### config.mk
export PLATFORM = sky130hd
export DESIGN_NAME = crx_bit_unit
export DESIGN_NICKNAME = d
export VERILOG_FILES = /design/src/rtl/crx_bit_unit.sv
export SDC_FILE = /design/constraint.sdc
export NUM_CORES = 1
export LEC_CHECK = 0
export ABC_AREA = 1
export BUFFER_PORTS_ARGS = -buffer_cell sky130_fd_sc_hd__buf_2
export CORE_MARGIN = 2
export CORE_UTILIZATION = 65
export DETAILED_ROUTE_END_ITERATION = 10
export MAX_ROUTING_LAYER = met4
export PLACE_DENSITY = 0.83
export SLEW_MARGIN = 15
export SYNTH_ARGS = -nofsm -noshare
export SYNTH_HDL_FRONTEND = slang
export SYNTH_SLANG_ARGS = --single-unit
### constraint.sdc
create_clock -name clk -period 3.2 [get_ports clk]
set_input_delay 0.32 -clock clk [delete_from_list [all_inputs] [get_ports clk]]
set_output_delay 0.32 -clock clk [all_outputs]
set_load 0.05 [all_outputs]
### src/rtl/crx_bit_unit.sv
module crx_bit_unit #(
  parameter int FLD_W = 4,
  parameter int N_FLD = 32
) (
  input  logic       clk,
  input  logic       rst_n,
  input  logic [4:0] rd_opnd,
  input  logic [2:0] rd_ext,
  input  logic       rd_ext3,
  output logic       rd_bit,
  input  logic       wr_en,
  input  logic [4:0] wr_opnd,
  input  logic [2:0] wr_ext,
  input  logic       wr_ext3,
  input  logic       wr_data,
  input  logic [4:0] fld_idx,
  output logic [3:0] fld_val
);
  localparam int NBITS = FLD_W * N_FLD;
  localparam int PW    = $clog2(NBITS);

  function automatic logic [PW-1:0] bit_pos(input logic [4:0] op,
                                            input logic [2:0] ext,
                                            input logic       ext3);
    logic [2:0] spec, base;
    logic [1:0] bsel;
    logic [4:0] idx;
    spec = ext3 ? ext : {ext[1:0], 1'b0};
    base = 3'd7 - op[4:2];
    bsel = 2'd3 - op[1:0];
    idx  = spec[0] ? {base, spec[2:1]} : {spec[2:1], base};
    return PW'({idx, bsel});
  endfunction

  logic [NBITS-1:0] crf;
  logic [PW-1:0]    rd_pos, wr_pos;

  assign rd_pos  = bit_pos(rd_opnd, rd_ext, rd_ext3);
  assign wr_pos  = bit_pos(wr_opnd, wr_ext, wr_ext3);
  assign rd_bit  = crf[rd_pos];
  assign fld_val = crf[{fld_idx, 2'b00} +: 4];

  always_ff @(posedge clk) begin
    if (!rst_n)     crf <= '0;
    else if (wr_en) crf[wr_pos] <= wr_data;
  end
endmodule

==> run summary, run 1 <==
outcome: complete, no violations
Req. time, crit path: 2.88 ns
final hold violations: 0
Post-DP HPWL: 18520 µm
largest area contributor in the netlist: dfxtp_1
WS Path Type: input pin to output port
drt pass-1 iters: 6
gpl congestion: 1.009
initial antenna violation count: 0
# diodes: 0
final wirelength: 29300 µm
# rows: 40
Inst Count DP: 1392
Top delay family on crit path: simple AND/OR/NAND/NOR gates
Critical-path top delay cell: nand2_1
Crit. Startpoint: rd_ext3
Yosys cell types: 30
Max-cap violations: 0
Fmax: 0.3771 GHz
post-route total power: 4.174 mW
RR Startpoint: crf[99]
Post-Syn Instances: 1285
power density cells: 479.0 nW/µm²
Post-DRT Antenna Nets: 0
Hold Path Class: input pin to register
final slew viol count: 0
Util after Layout: 0.7255
H-tree depth: 4
Least-Margin Pin Slew: 0.8696 ns
Setup TNS: 0 ns
Die Height: 114.7 µm
Die W: 114.7 µm
GRT Residual Overflow: 0
Setup WS pre-CTS: 0.6608 ns
CTS Buffer Depth: 2
DR WL/cell: 20.57 µm
Via Count: 9470
clk_skew: 0 ns
share of cells above drive strength 1: 0.09632
syn_area_per_cell: 6.200 µm²
Ports: 32
number of CTS-inserted buffers: 17
via/cell ratio: 6.650
clock network power share: 0.464
CTS tree: built
placed instance area: 8139 µm²
RSZ-0062 raised after global routing: no
Mapped Nets: 1312
GRT Overall Usage: 0.4617
crit-path cells: buf_2 > nand2_2 > nand2_1 > nand2_1 > nand3_1 > nand3_1 > nand3_1 > nand3_1 > nand2_1 > nand2_1 > nand2_1 > buf_2
vias in the first global route: 8240
Starting Density: 0.6633
Synth top area share: 0.3216
switch share: 0.2953
Peak VDD IR: 0.3941 mV
crit end category: output port
Slew HR: 0.4189
post-CTS setup buffer count: 0
PostCTS Resize Cnt: 0
fin crit share: 0.8286
Top reg by flops: crf
Setup-failing EPs final: 0
CTS Hold Bufs: 0
Clk Latency, worst-skew pair: 0.43 ns
YS warnings: 0
first-pass GRT wire length: 44910 µm
maximum number of pins on one net before global-route repair: 84
Reg power frac: 0.385
nets@finish: 1291
Synth Cell Area: 7968 µm²
Buf/Inv on CP: 2
Sw Pwr: 1.233 mW
Hold Startpoint: rst_n
Worst setup SP type: input pin
post-route minimum period: 2.652 ns
commonest non-fill, non-tap cell in the layout: nand3_1
clock sinks: 128
Worst-path clk slew: 0.06 ns
final worst setup slack: 0.5485 ns
Int Pwr: 2.942 mW
P&R area growth vs syn: 9.375%
Hold Worst Slack: 0.2024 ns
post-synthesis register bit count: 128
Gate power share: 0.152
non-filler cells, final: 1424
Leak: 3.224 nW
sequential area share after synthesis: 0.3216
most frequent cells in the layout: 181 x nand3_1, 177 x a21oi_1, 175 x o21ai_0, 145 x nand2_1, 131 x inv_1
input/output buffers: 31
First DRT Iteration DRCs: 1889
root buf cell: clkbuf_16
worst-path maximum fanout: 16
max reg flops: 128
Max stage delay on crit path: 0.51 ns
Largest regs: crf x128
top cells by area, synth: dfxtp_1 32%, nand3_1 11%, a21oi_1 11%
Die ar.: 13160 µm²
CORE AREA: 12010 µm²
critical path arrival: 2.33 ns
Design Area, Final: 8715 µm²
Residual DRC: 0
most used cell, CP: nand2_1
==> cells in the mapped netlist (all sizes together) <==
master	n
o211ai	14
nor2	89
clkbuf	70
nand4	1
nand2	152
dfxtp	128
o221ai	2
and2	2
a21oi	178
a31oi	2
o22ai	2
buf	23
o21ai	182
clkinv	2
nand3	182
inv	144
nor3	112
==> layer usage <==
| metal | GRT usage | part of all wire | up-vias |
|---|---|---|---|
| met4 | 0.2892 | 0.063 | 0 |
| met5 | - | 0 | - |
| met2 | 0.6241 | 0.41 | 770 |
| li1 | - | - | 4312 |
| met3 | 0.1281 | 0.15 | 170 |
| met1 | 0.6049 | 0.38 | 4218 |
==> cell families after synthesis <==
family | share of synthesized area
compound gates | 0.2470
buf+inv | 0.1189
flops | 0.3216
simple gates | 0.3125
==> cell type report <==
type                       count  area, µm²
multi-input combinational    918       4458
fill                        1074       3297
sequential                   128       2562
inverter                     146      549.3
clock buffer                  23      467.9
timing repair buffer          53      385.4
tap                          147      183.9
clock inverter                 9      107.6
==> power groups by stage <==
stage / combinational (mW) / clock [mW] / sequential [mW]
4_1_cts: 0.605 / 1.93 / 1.61
5_1_grt: 0.670 / 1.99 / 1.61
6_report: 0.633 / 1.94 / 1.61
3_3_place_gp: 0.598 / 0 / 1.64
3_5_place_dp: 0.601 / 0 / 1.64
2_1_floorplan: 0.416 / 0 / 1.64
==> path summary, 6_finish.rpt <==
check,slack [ns],depth (start not counted),to
max,0.55,12,rd_bit
min,0.20,3,crf[100]
max reg2reg,2.43,4,crf[99]
min reg2reg,0.48,2,crf[84]
==> tightest hold or removal path, delay by kind of cell <==
kind,cells,cell delay [ns]
buffers and inverters,1,0.16
and+or+nand+nor,2,0.11
Power figures use the tool's default switching activity.
==> run 2, diff against run 1 <==
Settings changed: CORE_UTILIZATION 65 to 63, PLACE_DENSITY 0.83 to 0.81.
Clock period 3.2 ns to 2.45 ns, I/O delays scaled along.
==> run summary, run 2 (synthesis gave the netlist of run 1 again) <==
Setup TNS: 0 ns
vias in the first global route: 8385
initial antenna violation count: 0
clk_skew: 0 ns
crit end category: output port
H-tree depth: 4
Die Height: 116.5 µm
WS Path Type: register to output port
final slew viol count: 0
Setup-failing EPs final: 0
R2R setup slack: 1.73 ns
Setup WS pre-CTS: 0.08403 ns
Die ar.: 13560 µm²
Hold Startpoint: rst_n
Largest regs: crf x128
Residual DRC: 0
Peak VDD IR: 0.7393 mV
drt pass-1 iters: 6
outcome: complete, no violations
RSZ-0062 raised after global routing: no
Top reg by flops: crf
final worst setup slack: 0.1194 ns
final hold violations: 0
Via Count: 9467
critical path arrival: 2.09 ns
Fmax: 0.4291 GHz
most frequent cells in the layout: 181 x nand3_1, 177 x a21oi_1, 175 x o21ai_0, 145 x nand2_1, 131 x inv_1
area occupied by multi-input gates: 4458 µm²
via/cell ratio: 6.445
Starting Density: 0.6392
Hold Path Class: input pin to register
gpl congestion: 0.9830
First DRT Iteration DRCs: 1716
reg2reg end: crf[35]
clock sinks: 128
Post-DP HPWL: 18210 µm
Worst Hold End: crf[100]
CORE AREA: 12470 µm²
CTS Buffer Depth: 2
number of CTS-inserted buffers: 17
CTS tree: built
GRT Overall Usage: 0.4580
fin crit share: 0.9513
nets@finish: 1309
Slew HR: 0.5982
GRT Residual Overflow: 0
number of cells on the worst hold path: 3
P&R area growth vs syn: 12.03%
Clk Latency, worst-skew pair: 0.44 ns
Worst R2R Path Depth: 2
first-pass GRT wire length: 45640 µm
Worst setup SP type: register
PostCTS Resize Cnt: 0
root buf cell: clkbuf_16
# rows: 41
Filler cells: 1118
Worst-path clk slew: 0.06 ns
Max-cap violations: 0
share of cells above drive strength 1: 0.1120
Die W: 116.5 µm
commonest non-fill, non-tap cell in the layout: nand3_1
final wirelength: 29570 µm
Ports: 32
Leak: 3.315 nW
post-route minimum period: 2.331 ns
DR WL/cell: 20.13 µm
RR Startpoint: crf[35]
maximum number of pins on one net before global-route repair: 121
Post-DRT Antenna Nets: 0
input/output buffers: 31
power density cells: 610.1 nW/µm²
Least-Margin Pin Slew: 0.6027 ns
worst-path maximum fanout: 2
max reg flops: 128
Req. time, crit path: 2.20 ns
CTS Hold Bufs: 0
post-CTS setup buffer count: 0
Register Area: 2562 µm²
[run 2: cell count changes in the layout (fill, tap and decap cells not counted), sizes merged]
cell and delta:
buf +18, bufinv -1, clkbuf -2, clkinv -3
clkinvlp +4, diode +2, inv +2
[run 2: layout make-up]
type | instances | share of cell area
repair buffers | 71 | 0.06252
clock inverters | 11 | 0.01163
well taps | 172 | 0.02411
inverters | 146 | 0.06196
multi-input cells | 918 | 0.4994
flip-flops and latches | 128 | 0.2871
clock buffers | 21 | 0.05271
diodes | 2 | 0.0005607
[run 2: stage by stage]
step | std cells | power, mW | cell area (µm²) | util | hold WS (ns)
3_5_place_dp | 1435 | 2.964 | 8343 | 0.6693 | 0.4655
4_1_cts | 1467 | 5.400 | 8917 | 0.7153 | 0.1292
3_3_place_gp | 1435 | 2.960 | 8343 | 0.6693 | 0.4596
5_1_grt | 1467 | 5.563 | 8921 | 0.7156 | 0.1627
2_1_floorplan | 1285 | 2.683 | 7968 | - | 0.4496
6_report | 1469 | 5.445 | 8926 | 0.7160 | 0.1430
[run 2: worst max path at each step]
stage                    start         end  cells past startpoint
floorplan           fld_idx[0]  fld_val[1]                     10
global placement    fld_idx[2]  fld_val[1]                      8
detailed placement  fld_idx[2]  fld_val[1]                      8
CTS                 fld_idx[2]  fld_val[1]                      8
global route          crf[121]  fld_val[1]                      9
finish                crf[126]  fld_val[2]                      9
[run 2: worst max-delay path, cell delays in order (launching register included)]
cell and delay, ns:
dfxtp_1 0.34, inv_1 0.07, o21ai_0 0.16, a21oi_1 0.07, o21ai_0 0.31, nand3_1 0.13, nand2_1 0.10, nor2_1 0.04
a21oi_1 0.14, buf_2 0.29
[run 2: routing by layer]
metal  routed length, µm  up-vias  track usage
met3                4106      144       0.1386
met5                   0        -            -
met4                1357        0       0.1889
li1                    -     4349            -
met2               12550      743       0.6477
met1               11560     4231       0.6083
[run 2: power by group]
group / internal (mW) / total, mW / switching (mW)
Combinational: 0.226 / 0.867 / 0.640
Sequential: 2.09 / 2.10 / 0.00611
Clock: 1.48 / 2.48 / 1.00
